$ cat config.mk
export PLATFORM = sky130hd
export DESIGN_NAME = hitmiss_detect
export DESIGN_NICKNAME = d
export VERILOG_FILES = /design/src/rtl/hitmiss_pkg.sv /design/src/rtl/hitmiss_ctrl.sv /design/src/rtl/hitmiss_dpath.sv /design/src/rtl/hitmiss_detect.sv
export SDC_FILE = /design/constraint.sdc
export NUM_CORES = 1
export LEC_CHECK = 0
export ABC_AREA = 1
export BUFFER_PORTS_ARGS = -buffer_cell sky130_fd_sc_hd__buf_2
export CORE_UTILIZATION = 41
export CTS_BUF_LIST = sky130_fd_sc_hd__clkbuf_8
export CTS_CLUSTER_SIZE = 14
export DETAILED_ROUTE_END_ITERATION = 8
export PLACE_DENSITY = 0.89
export SLEW_MARGIN = 30
export SYNTH_ARGS = -nofsm -noshare
export SYNTH_HDL_FRONTEND = slang
export SYNTH_SLANG_ARGS = --single-unit
$ cat constraint.sdc
create_clock -name clk -period 1 [get_ports clk]
set_input_delay 0.1 -clock clk [delete_from_list [all_inputs] [get_ports clk]]
set_output_delay 0.1 -clock clk [all_outputs]
set_load 0.03 [all_outputs]
$ cat src/rtl/hitmiss_pkg.sv
package hitmiss_pkg;
  // Strobes from control to datapath for the current cycle
  typedef struct packed {
    logic hitNow;
    logic missNow;
    logic flushNow;
    logic evictNow;
  } ctlStrobes_t;
endpackage

$ cat src/rtl/hitmiss_ctrl.sv
module hitmiss_ctrl
  import hitmiss_pkg::*;
#(
  parameter int WAYS = 4
) (
  input  logic            clk,
  input  logic            rstN,
  input  logic            reqValid,
  input  logic [WAYS-1:0] wayOk,
  input  logic            flushValid,
  input  logic            evictValid,
  output ctlStrobes_t     strobes,
  output logic            hitValid,
  output logic            missValid,
  output logic            flushEvt,
  output logic            evictEvt
);
  always_comb begin
    strobes.hitNow   = reqValid && (|wayOk);
    strobes.missNow  = reqValid && !(|wayOk);
    strobes.flushNow = flushValid;
    strobes.evictNow = evictValid;
  end

  always_ff @(posedge clk) begin
    if (!rstN) begin
      hitValid  <= 1'b0;
      missValid <= 1'b0;
      flushEvt  <= 1'b0;
      evictEvt  <= 1'b0;
    end else begin
      hitValid  <= strobes.hitNow;
      missValid <= strobes.missNow;
      flushEvt  <= strobes.flushNow;
      evictEvt  <= strobes.evictNow;
    end
  end


  idle_no_result_chk: assert property (@(posedge clk) disable iff (!rstN)
    !reqValid |=> !(hitValid || missValid));

  hit_miss_excl_chk: assert property (@(posedge clk) disable iff (!rstN)
    !(hitValid && missValid));

  flush_follow_chk: assert property (@(posedge clk) disable iff (!rstN)
    flushValid |=> flushEvt);

  evict_follow_chk: assert property (@(posedge clk) disable iff (!rstN)
    evictValid |=> evictEvt);
endmodule

$ cat src/rtl/hitmiss_dpath.sv
module hitmiss_dpath
  import hitmiss_pkg::*;
#(
  parameter int WAYS    = 4,
  parameter int TAG_W   = 12,
  parameter int ADDR_W  = 20,
  parameter int THREADS = 8,
  localparam int TID_W  = (THREADS > 1) ? $clog2(THREADS) : 1
) (
  input  logic                  clk,
  input  logic                  rstN,
  input  logic                  reqValid,
  input  logic [TID_W-1:0]      reqThread,
  input  logic                  reqStore,
  input  logic [ADDR_W-1:0]     reqAddr,
  input  logic [WAYS*TAG_W-1:0] wayTags,
  input  logic [WAYS-1:0]       wayCanRead,
  input  logic [WAYS-1:0]       wayCanWrite,
  input  logic [ADDR_W-1:0]     flushAddr,
  input  logic [ADDR_W-1:0]     evictAddr,
  input  ctlStrobes_t           strobes,
  output logic [WAYS-1:0]       wayOk,
  output logic [WAYS-1:0]       hitWayOh,
  output logic [THREADS-1:0]    sleepMask,
  output logic [TID_W-1:0]      respThread,
  output logic [ADDR_W-1:0]     respAddr,
  output logic                  respStore,
  output logic [ADDR_W-1:0]     flushEvtAddr,
  output logic [ADDR_W-1:0]     evictEvtAddr
);
  logic [TAG_W-1:0] reqTag;
  logic [WAYS-1:0]  tagMatch;

  assign reqTag = reqAddr[ADDR_W-1 -: TAG_W];

  for (genvar w = 0; w < WAYS; w++) begin : g_way
    assign tagMatch[w] = (wayTags[w*TAG_W +: TAG_W] == reqTag);
    assign wayOk[w]    = tagMatch[w] && (reqStore ? wayCanWrite[w] : wayCanRead[w]);
  end

  always_ff @(posedge clk) begin
    if (!rstN) begin
      hitWayOh  <= '0;
      sleepMask <= '0;
    end else begin
      hitWayOh  <= strobes.hitNow ? wayOk : '0;
      sleepMask <= strobes.missNow ? (THREADS'(1) << reqThread) : '0;
    end
  end

  always_ff @(posedge clk) begin
    if (!rstN) begin
      respThread   <= '0;
      respAddr     <= '0;
      respStore    <= 1'b0;
      flushEvtAddr <= '0;
      evictEvtAddr <= '0;
    end else begin
      if (strobes.hitNow || strobes.missNow) begin
        respThread <= reqThread;
        respAddr   <= reqAddr;
        respStore  <= reqStore;
      end
      if (strobes.flushNow) flushEvtAddr <= flushAddr;
      if (strobes.evictNow) evictEvtAddr <= evictAddr;
    end
  end


  single_match_chk: assert property (@(posedge clk) disable iff (!rstN)
    reqValid |-> $onehot0(tagMatch));
endmodule

$ cat src/rtl/hitmiss_detect.sv
module hitmiss_detect
  import hitmiss_pkg::*;
#(
  parameter int WAYS    = 4,
  parameter int TAG_W   = 12,
  parameter int ADDR_W  = 20,
  parameter int THREADS = 8,
  localparam int TID_W  = (THREADS > 1) ? $clog2(THREADS) : 1
) (
  input  logic                  clk,
  input  logic                  rstN,
  input  logic                  reqValid,
  input  logic [TID_W-1:0]      reqThread,
  input  logic                  reqStore,
  input  logic [ADDR_W-1:0]     reqAddr,
  input  logic [WAYS*TAG_W-1:0] wayTags,
  input  logic [WAYS-1:0]       wayCanRead,
  input  logic [WAYS-1:0]       wayCanWrite,
  input  logic                  flushValid,
  input  logic [ADDR_W-1:0]     flushAddr,
  input  logic                  evictValid,
  input  logic [ADDR_W-1:0]     evictAddr,
  output logic                  hitValid,
  output logic [WAYS-1:0]       hitWayOh,
  output logic                  missValid,
  output logic [THREADS-1:0]    sleepMask,
  output logic [TID_W-1:0]      respThread,
  output logic [ADDR_W-1:0]     respAddr,
  output logic                  respStore,
  output logic                  flushEvt,
  output logic [ADDR_W-1:0]     flushEvtAddr,
  output logic                  evictEvt,
  output logic [ADDR_W-1:0]     evictEvtAddr
);
  ctlStrobes_t     strobes;
  logic [WAYS-1:0] wayOk;

  hitmiss_ctrl #(.WAYS(WAYS)) u_ctrl (
    .clk(clk), .rstN(rstN), .reqValid(reqValid), .wayOk(wayOk),
    .flushValid(flushValid), .evictValid(evictValid), .strobes(strobes),
    .hitValid(hitValid), .missValid(missValid),
    .flushEvt(flushEvt), .evictEvt(evictEvt)
  );

  hitmiss_dpath #(.WAYS(WAYS), .TAG_W(TAG_W), .ADDR_W(ADDR_W), .THREADS(THREADS)) u_dpath (
    .clk(clk), .rstN(rstN), .reqValid(reqValid), .reqThread(reqThread),
    .reqStore(reqStore), .reqAddr(reqAddr), .wayTags(wayTags),
    .wayCanRead(wayCanRead), .wayCanWrite(wayCanWrite),
    .flushAddr(flushAddr), .evictAddr(evictAddr), .strobes(strobes),
    .wayOk(wayOk), .hitWayOh(hitWayOh), .sleepMask(sleepMask),
    .respThread(respThread), .respAddr(respAddr), .respStore(respStore),
    .flushEvtAddr(flushEvtAddr), .evictEvtAddr(evictEvtAddr)
  );


  hit_way_onehot_chk: assert property (@(posedge clk) disable iff (!rstN)
    hitValid |-> $onehot(hitWayOh));

  no_way_without_hit_chk: assert property (@(posedge clk) disable iff (!rstN)
    !hitValid |-> (hitWayOh == '0));

  sleep_with_miss_chk: assert property (@(posedge clk) disable iff (!rstN)
    missValid |-> ($countones(sleepMask) == 1));

  sleep_only_on_miss_chk: assert property (@(posedge clk) disable iff (!rstN)
    !missValid |-> (sleepMask == '0));
endmodule

==> results of run 1 <==
==> state kept, by name (all words and copies together) (netlist names) <==
register,flops
u_dpath.hitWayOh,4
u_dpath.flushEvtAddr,20
u_dpath.evictEvtAddr,20
u_dpath.respThread,3
u_ctrl.hitValid,1
u_ctrl.missValid,1
u_ctrl.evictEvt,1
u_dpath.respStore,1
u_dpath.sleepMask,8
u_dpath.respAddr,20
u_ctrl.flushEvt,1
==> stage by stage <==
step | TNS (ns) | power [mW] | instances
4_1_cts | 0 | 7.26 | 893
2_1_floorplan | -0.0344 | 4.45 | 527
3_5_place_dp | -3.76 | 5.12 | 838
6_report | 0 | 7.36 | 896
3_3_place_gp | -3.38 | 5.09 | 838
5_1_grt | -0.0412 | 7.72 | 896
==> power breakdown <==
group	switching [mW]	internal, mW
clock network	1.09	0.930
registers	0.0920	3.38
logic	1.09	0.778
==> how the worst max path moves through the flow <==
stage	depth (start not counted)	end	from
2_1_floorplan	12	u_dpath.sleepMask[0]	reqAddr[14]
3_3_place_gp	12	u_dpath.sleepMask[4]	reqAddr[12]
3_5_place_dp	12	u_dpath.sleepMask[4]	reqAddr[12]
4_1_cts	1	respAddr[9]	u_dpath.respAddr[9]
5_1_grt	1	respAddr[1]	u_dpath.respAddr[1]
6_report	1	respAddr[1]	u_dpath.respAddr[1]
==> metal layers <==
layer / vias up / track usage
li1: 2137 / -
met1: 1896 / 0.291
met2: 193 / 0.432
met3: 44 / 0.0531
met4: 0 / 0.134
met5: - / 0
==> placed cells by master (no fill, tap or decap), drive strengths merged, types with 13 or more instances in the layout <==
cell type and instances:
nor2 132, a21oi 16, xnor2 13, dfxtp 80, dlygate4sd3 41, clkbuf 26, o21ai 69, nand2 131
inv 55, buf 213
==> final cells by class <==
class / count / area, um^2 / share of cell area
well taps: 105 / 131 / 0.0236
clock buffers: 10 / 138 / 0.0247
multi-input cells: 372 / 1680 / 0.301
clock inverters: 4 / 22.5 / 0.00404
inverters: 55 / 224 / 0.0402
flip-flops and latches: 80 / 1600 / 0.288
repair buffers: 270 / 1780 / 0.319
==> what timing repair did <==
action | in CTS | in global routing
hold endpoints to repair | 41 | 0
gates resized for setup | 3 | 103
pin swaps | 0 | 10
hold buffers | 41 | 0
setup buffers | 0 | 3
endpoints found under the setup margin | 3 | 55
==> kinds of logic after synthesis <==
logic type,count (synthesis),share of synthesized area
AO/OA/AOI/OAI,85,0.120
buffers and inverters,75,0.0801
XOR/XNOR,13,0.0322
flip-flops,80,0.454
AND/OR/NAND/NOR,274,0.314
==> run metrics, run 1 <==
Final Worst Setup Slack 0.0256 ns; # DRC 0; core area 0.00826 mm^2; worst hold path depth 3; critical path endpoint category output pin; Sink Count 80; Area contributors post-synth dfxtp_1 (45%), nor2_1 (14%), nand2_1 (14%), o21ai_0 (9.4%), inv_1 (4.6%); Post-synth top flop dfxtp_1; Startpoint Class register; P per Cell Area 1320 mW/mm^2; CTS Buf Count 9; Tcrit/Tclk final 0.974; CP bufs+invs 1; Worst EP required 0.90 ns; Top delay family on crit path flip-flops; P_leak 3.01 nW; final setup fails 0; register bit count reported by yosys 80; Slew HR 0.599; cell row count 33; VDD IR max 0.000771 V; pre-CTS setup slack -0.331 ns; Clock Tree Buf Depth 2; Worst-Skew Late Latency roughly 0.33 ns; Syn Inst Count 527; area grow syn2layout 57.8%; run status finished, final reports clean; reg2reg start u_dpath.flushEvtAddr[7]; Mapped Nets 652; Synth top area share 0.454; fill cell count 733; Min Hold Slack 0.0201 ns; Final Slew Violations 0; fin crit period 0.974 ns; fin area 0.00557 mm^2; I/O Buffers 204; io pins 205; Cell Area, Placed approximately 0.0048 mm^2; Crit Path Category reg2out; initial antenna violation count 0; Critical Path AT 0.87 ns; Crit path largest cell delay 0.35 ns; full die area 0.00899 mm^2; Overflow after GRT 0; initial drt markers 164; first drt pass iteration count 4; Syn. warnings 0; first-pass GRT wire length 17.7 mm; Fmax achieved 1.03 GHz; Routed Wire Length 11.9 mm; gr usage total 0.251; crit path cell chain buf_2; top-count cell post-synth nor2_1; Via density 4.77; root buffer selected by CTS clkbuf_8; Max Cap Viol 0; pin count of the biggest net entering global routing 29; WHS Endpoint u_dpath.evictEvtAddr[7]; CP max FO 2; R2R setup slack approximately 0.27 ns; met2 WL 5.85 mm; share of layout cells above drive strength 1 0.350; via count 4270; Post-synth EDFFs 0; slew at the pin closest to its max-slew limit 0.601 ns; CTS tree done; FF-to-FF End u_dpath.flushEvtAddr[7]; die width ~95 um; Final Util 0.675; vias in the first global route 4029; # diodes 0; Post-synth top cells nor2_1 (130), nand2_1 (127), dfxtp_1 (80); sequential area share after synthesis 0.454; cell taking the most area after synthesis dfxtp_1; H-Tree Level Count 3; Placer Congestion 0.982; Avg Inst Size Synth 6.70 um^2; wire per inst 13.3 um; DRT antenna net count 0; Initial Utilization 0.428; Distinct cells, synth 20; Worst Hold Class in2reg; Synth Cell Area about 0.0035 mm^2; die height 94.8 um; Final HPWL DP 7.91 mm; Net count, final 913; clock skew after layout 0 ns; Hold Violations, Final 0; HP Start evictAddr[7]; Worst Reg2Reg Path Length in Cells 2; wire length on met3 787 um; wl on met1 4.80 mm; Worst-path clk slew 0.08 ns; slowest CP cell dfxtp_1; ys async rst share 0; top sig layer met4
Note: power is estimated with default switching activity, not from simulation.
==> run 2, diff against run 1 <==
--- a/config.mk
+++ b/config.mk
@@ -7,12 +7,14 @@
 export LEC_CHECK = 0
 export ABC_AREA = 1
 export BUFFER_PORTS_ARGS = -buffer_cell sky130_fd_sc_hd__buf_2
+export CAP_MARGIN = 15
 export CORE_UTILIZATION = 41
 export CTS_BUF_LIST = sky130_fd_sc_hd__clkbuf_8
 export CTS_CLUSTER_SIZE = 14
 export DETAILED_ROUTE_END_ITERATION = 8
-export PLACE_DENSITY = 0.89
+export PLACE_DENSITY = 0.88
 export SLEW_MARGIN = 30
 export SYNTH_ARGS = -nofsm -noshare
 export SYNTH_HDL_FRONTEND = slang
+export SYNTH_HIERARCHICAL = 1
 export SYNTH_SLANG_ARGS = --single-unit
==> run metrics, run 2 <==
slew at the pin closest to its max-slew limit approximately 0.64 ns; Final Slew Violations 0; io pins between 200 and 250; vias in the first global route around 4500; Hold Violations, Final 0; Cell Area, Placed 0.00499 mm^2; Crit Path Category in2reg; Levels on crit path 16; Worst Hold Class in2reg; top-count cell post-synth nand2_1; Seq pwr share 0.418; cell row count 33; Final Util 0.778; full die area 0.00922 mm^2; Critical Path AT ~1.8 ns; combinational power share 0.262; Top delay family on crit path simple AND/OR/NAND/NOR gates; sequential area share after synthesis 0.442; RSZ-0062 raised after global routing yes; slowest CP cell or2_4; CTS Buf Count 9; R2R setup slack 0.11 ns; run status finished, violations left; Clock power frac 0.320; fin area 0.00652 mm^2; Post-synth EDFFs 0; root buffer selected by CTS clkbuf_8; Initial Utilization 0.432; Synth top area share 0.442; Worst-path clk slew 0.08 ns; area grow syn2layout 79.8%; Sink Count 80; internal power 5.89 mW; cell taking the most area after synthesis dfxtp_1; Syn. warnings 6; fill cell count 571; Placer Congestion 0.880; die height roughly 96 um; Max Cap Viol 0; biggest regs u_dpath/evictEvtAddr x20, u_dpath/flushEvtAddr x20, u_dpath/respAddr x20; Tcrit/Tclk final 1.51; Routed Wire Length 14.0 mm; commonest cells after routing, fill and taps aside nand2_1 (138), buf_2 (126), nor2_1 (118); Syn Inst Count 559; Slew HR 0.570; Net count, final between 900 and 1000; H-Tree Level Count 3; commonest non-fill, non-tap cell in the layout nand2_1; violated checks setup timing; Distinct cells, synth 20; Worst EP required 1.24 ns; clock skew after layout 0 ns; Post-synth top cells nand2_1 (145), nor2_1 (131), dfxtp_1 (80); CP bufs+invs 6; Final HPWL DP about 8.3 mm; wire per inst between 10 and 15 um; # diodes 0; CP max FO 7; fin crit period 1.51 ns; worst hold path depth 3; non-filler cells, final 961; Startpoint Class input port; Worst Reg2Reg Path Length in Cells 2; Clock Tree Buf Depth 2; register bit count reported by yosys 80; Overflow after GRT 0; P per Cell Area approximately 1300 mW/mm^2; CTS tree done; Area contributors post-synth dfxtp_1 (44%), nand2_1 (15%), nor2_1 (14%), o21ai_0 (8.8%), inv_1 (7.0%); multi-input logic area 0.00189 mm^2; Min Hold Slack 0.0264 ns; crit path cell chain buf_8 -> clkinvlp_4 -> or2_4 -> nand3_2 -> nor2_1 -> nand2_1 -> inv_2 -> nor2_4 -> nand2_1 -> nand2_2 -> inv_2 -> nor2_4 -> inv_6 -> buf_12 -> o21ai_4 -> a21oi_1; gr usage total 0.295; initial drt markers 222; P_leak 3.46 nW; Via density 4.86; ys async rst share 0; die width just under 100 um; Worst-Skew Late Latency about 0.35 ns; Switching Fraction 0.304; Psw approximately 2.6 mW; dpl cells a little under 900; initial antenna violation count 0; I/O Buffers 204; Fmax achieved 0.664 GHz; # DRC 0; Final Worst Setup Slack -0.507 ns; via count around 4700; first drt pass iteration count 5; Crit path largest cell delay 0.28 ns; Mapped Nets slightly below 700; final setup fails 40; Reg area 0.00164 mm^2; VDD IR max about 0.00089 V; Synth Cell Area 0.00362 mm^2; DRT antenna net count 0; core area roughly 0.0084 mm^2; pin count of the biggest net entering global routing 30; Post-synth top flop dfxtp_1; Avg Inst Size Synth 6.48 um^2; critical path endpoint category register; first-pass GRT wire length 20.7 mm; share of layout cells above drive strength 1 0.430
run 2: cell types whose count changed after synthesis, moves of 3 or more:
cell	delta
inv_1	+25
or2_2	+3
nand2_2	-3
xnor2_1	-4
buf_4	+4
inv_2	-9
o21ai_1	-3
nor3_1	+3
nand2_1	+18
clkbuf_1	-5
run 2: cell type report:
cell class                      count  area share
Clock inverter                      6      0.0138
Timing Repair Buffer              304       0.360
Tap cell                          105      0.0202
Inverter                           71      0.0428
Clock buffer                       10      0.0211
Multi-Input combinational cell    385       0.291
Sequential cell                    80       0.251
run 2: logic make-up (layout without fill, tap and decap cells):
family / Yosys count / in the layout / share of synthesized area
xor+xnor: 9 / 9 / 0.0217
flops: 80 / 80 / 0.442
simple gates: 297 / 297 / 0.321
buf+inv: 94 / 391 / 0.107
compound gates: 79 / 79 / 0.109
run 2: repair_timing:
action,CTS,global route
cloned,2,0
hold buffers,47,1
resized for setup,120,158
pin swaps,36,6
setup buffers,12,5
endpoints found under the hold margin,51,1
setup endpoints to repair,64,107
run 2: per-layer routing:
metal / wire (um) / GRT usage / vias up
li1: - / - / 2283
met1: 5140 / 0.302 / 2107
met2: 7340 / 0.510 / 212
met3: 861 / 0.126 / 67
met4: 692 / 0.154 / 0
met5: 0 / 0 / -
run 2: final timing paths:
kind,to,startpoint
setup / recovery,u_dpath/respAddr[13],reqAddr[10]
hold / removal,u_dpath/respAddr[5],reqAddr[5]
setup reg to reg,u_dpath/evictEvtAddr[10],u_dpath/evictEvtAddr[10]
hold reg to reg,u_dpath/respAddr[4],u_dpath/respAddr[4]
run 2: worst register-to-register path, cell delays in order (launching register included):
cell	delay (ns)
dfxtp_1	0.42
o21ai_0	0.12
nor2_1	0.25
run 2: power by group through the flow:
stage / registers (mW) / logic (mW) / clock network, mW
3_3_place_gp: 3.53 / 1.65 / 0
4_1_cts: 3.49 / 2.00 / 2.72
3_5_place_dp: 3.53 / 1.68 / 0
2_1_floorplan: 3.91 / 0.588 / 0
5_1_grt: 3.56 / 2.39 / 2.90
6_report: 3.54 / 2.22 / 2.71
run 2: stage by stage:
| stage | power, mW | setup TNS (ns) | setup slack [ns] |
|---|---|---|---|
| final | 8.46 | -16.05 | -0.507 |
| after global routing | 8.84 | -19.56 | -0.604 |
| after CTS | 8.21 | -12.14 | -0.429 |
| after detailed placement | 5.21 | -27.81 | -0.871 |
| after global placement | 5.18 | -25.59 | -0.783 |
| after floorplan | 4.50 | -17.01 | -0.604 |
==> run 3, diff against run 2 <==
--- a/config.mk
+++ b/config.mk
@@ -5,14 +5,13 @@
 export SDC_FILE = /design/constraint.sdc
 export NUM_CORES = 1
 export LEC_CHECK = 0
-export ABC_AREA = 1
 export BUFFER_PORTS_ARGS = -buffer_cell sky130_fd_sc_hd__buf_2
 export CAP_MARGIN = 15
 export CORE_UTILIZATION = 41
 export CTS_BUF_LIST = sky130_fd_sc_hd__clkbuf_8
 export CTS_CLUSTER_SIZE = 14
 export DETAILED_ROUTE_END_ITERATION = 8
-export PLACE_DENSITY = 0.88
+export PLACE_DENSITY = 0.89
 export SLEW_MARGIN = 30
 export SYNTH_ARGS = -nofsm -noshare
 export SYNTH_HDL_FRONTEND = slang
==> run metrics, run 3 <==
run status finished, violations left; violated checks setup timing; Crit Path Category in2reg; Worst-path clk slew approximately 0.09 ns; clock skew after layout 0 ns; Slew HR 0.752; Worst-Skew Late Latency approximately 0.34 ns; register bit count reported by yosys 80; biggest regs u_dpath/evictEvtAddr x20, u_dpath/flushEvtAddr x20, u_dpath/respAddr x20; Initial Utilization 0.425; Max Cap Viol 0; Final Worst Setup Slack -0.665 ns; internal power 5.40 mW; Design Power 7.82 mW; setup TNS -21.57 ns; pin count of the biggest net entering global routing 44; worst hold path depth 3; Synth Cell Area 0.00351 mm^2; commonest cells after routing, fill and taps aside buf_2 (123), buf_4 (80), dfxtp_1 (63); Clock Tree Buf Depth 2; ys async rst share 0; first-pass GRT wire length 16.6 mm; top-count cell post-synth dfxtp_1; Clock power frac 0.287; critical path endpoint category register; RSZ-0062 raised after global routing yes; commonest non-fill, non-tap cell in the layout buf_2; share of layout cells above drive strength 1 0.601; Fmax achieved 0.600 GHz; gr usage total 0.248; dpl cells between 600 and 700; Psw 2.42 mW; sequential area share after synthesis 0.457; die height about 94 um; Syn Inst Count 365; vias in the first global route between 3000 and 4000; initial drt markers between 100 and 150; first drt pass iteration count 5; Net count, final 739; I/O Buffers 204; Syn. warnings 6; P_leak 2.89 nW; Final HPWL DP 7.71 mm; slew at the pin closest to its max-slew limit between 0.3 and 0.4 ns; DRT antenna net count 0; WHS Endpoint u_dpath/evictEvtAddr[11]; non-filler cells, final 724; P per Cell Area between 1000 and 1500 mW/mm^2; # diodes 0; cell taking the most area after synthesis dfxtp_1; die width 94.5 um; # DRC 0; Hold Violations, Final 0; Worst EP required 1.22 ns; Area contributors post-synth dfxtp_1 (46%), xnor2_1 (12%), mux2i_1 (11%), nor2b_1 (7.3%), nand2_1 (5.8%); Post-synth EDFFs 0; Sink Count 80; final setup fails 38; full die area 0.00892 mm^2; CTS tree done; Startpoint Class input port; wire per inst 17.3 um; CP max FO 6; pre-CTS setup slack -1.03 ns; Tcrit/Tclk final 1.67; CTS Buf Count 9; Placer Congestion 0.902; Seq pwr share 0.442; root buffer selected by CTS clkbuf_8; Overflow after GRT 0; VDD IR max 0.000910 V; H-Tree Level Count 3; reg2reg start u_dpath/flushEvtAddr[5]; area grow syn2layout 75.3%; Final Slew Violations 0; combinational power share 0.271; fin crit period 1.67 ns; via count 3673; Post-synth top flop dfxtp_1; HP Start evictAddr[11]; Worst Reg2Reg Path Length in Cells 2; Switching Fraction 0.309; cell row count 33; Distinct cells, synth 23; Mapped Nets between 400 and 500; core area 0.00826 mm^2; Worst Hold Class in2reg; FF-to-FF End u_dpath/flushEvtAddr[5]; fill cell count ~540; Synth top area share 0.457; Avg Inst Size Synth 9.61 um^2; Routed Wire Length 12.5 mm; R2R setup slack ~0.32 ns; io pins 205; initial antenna violation count 0; Post-synth top cells dfxtp_1 (80), nand2_1 (54), xnor2_1 (48); Via density 5.07; Critical Path AT 1.88 ns
-- run 3: changes by cell type after synthesis, moves of 12 or more --
cell / previous run / this run
a21boi_0: 0 / 23
a21oi_1: 15 / 0
inv_1: 68 / 0
mux2i_1: 0 / 40
nand2_1: 145 / 54
nand4_1: 0 / 12
nor2_1: 131 / 8
nor2b_1: 0 / 41
o21ai_0: 64 / 0
xnor2_1: 9 / 48
-- run 3: worst max path at each step --
stage	startpoint	to	slack, ns	cells after the start
finish	reqAddr[19]	u_dpath/hitWayOh[1]	-0.67	10
floorplan	reqStore	u_dpath/respAddr[17]	-0.78	10
detailed placement	reqStore	u_dpath/respAddr[0]	-1.03	9
CTS	reqStore	u_dpath/respAddr[9]	-0.55	10
global route	reqAddr[19]	u_dpath/respThread[1]	-0.77	12
global placement	reqStore	u_dpath/respStore	-0.96	9
-- run 3: repair_timing --
item	CTS	global route
hold buffers	13	1
endpoints found under the setup margin	68	94
pin swaps	17	38
buffers inserted	19	1
endpoints found under the hold margin	13	1
gates cloned	4	1
resized for setup	75	179
-- run 3: power groups by stage --
stage               combinational [mW]  sequential [mW]  clock [mW]
floorplan                        0.642             3.81           0
global placement                  1.54             3.48           0
detailed placement                1.58             3.49           0
CTS                               1.85             3.42        2.28
global route                      2.22             3.47        2.44
finish                            2.12             3.46        2.25
-- run 3: area by class of cell --
class | count | area (um^2) | area share
Multi-Input combinational cell | 258 | 2250 | 0.366
Timing Repair Buffer | 265 | 1950 | 0.318
Sequential cell | 80 | 1620 | 0.264
Clock buffer | 10 | 138 | 0.0224
Tap cell | 105 | 131 | 0.0214
Clock inverter | 6 | 48.8 | 0.00794
-- run 3: cells by family (layout without fill, tap and decap cells) --
family,count (synthesis),count (layout),synth area share
AOI/OAI and AO/OA,24,24,0.0514
and+or+nand+nor,139,142,0.204
muxes,44,44,0.127
DFF,80,80,0.457
buffers and inverters,30,281,0.0410
xor gates and xnor gates,48,48,0.120
-- run 3: stage by stage --
step | cell area, um^2 | hold slack (ns) | util
3_3_place_gp | 4840 | 0.340 | 0.586
4_1_cts | 5630 | 0.00347 | 0.681
2_1_floorplan | 3590 | 0.177 | -
3_5_place_dp | 4840 | 0.345 | 0.586
6_report | 6140 | 0.0128 | 0.744
5_1_grt | 6140 | 0.00830 | 0.744
-- run 3: metal layers --
layer,track usage,share of wire,vias up
li1,-,-,1701
met4,0.109,0.040,0
met3,0.0620,0.068,50
met5,0,0,-
met1,0.258,0.37,1732
met2,0.467,0.53,190
-- run 3: critical path, cell delays in order --
cell and delay [ns]:
buf_6 0.11, buf_6 0.11, xnor2_2 0.14, nand4_1 0.20
nor4_4 0.33, nor4_4 0.11, nor2b_4 0.18, buf_6 0.15
nand4_1 0.13, nor4_2 0.30
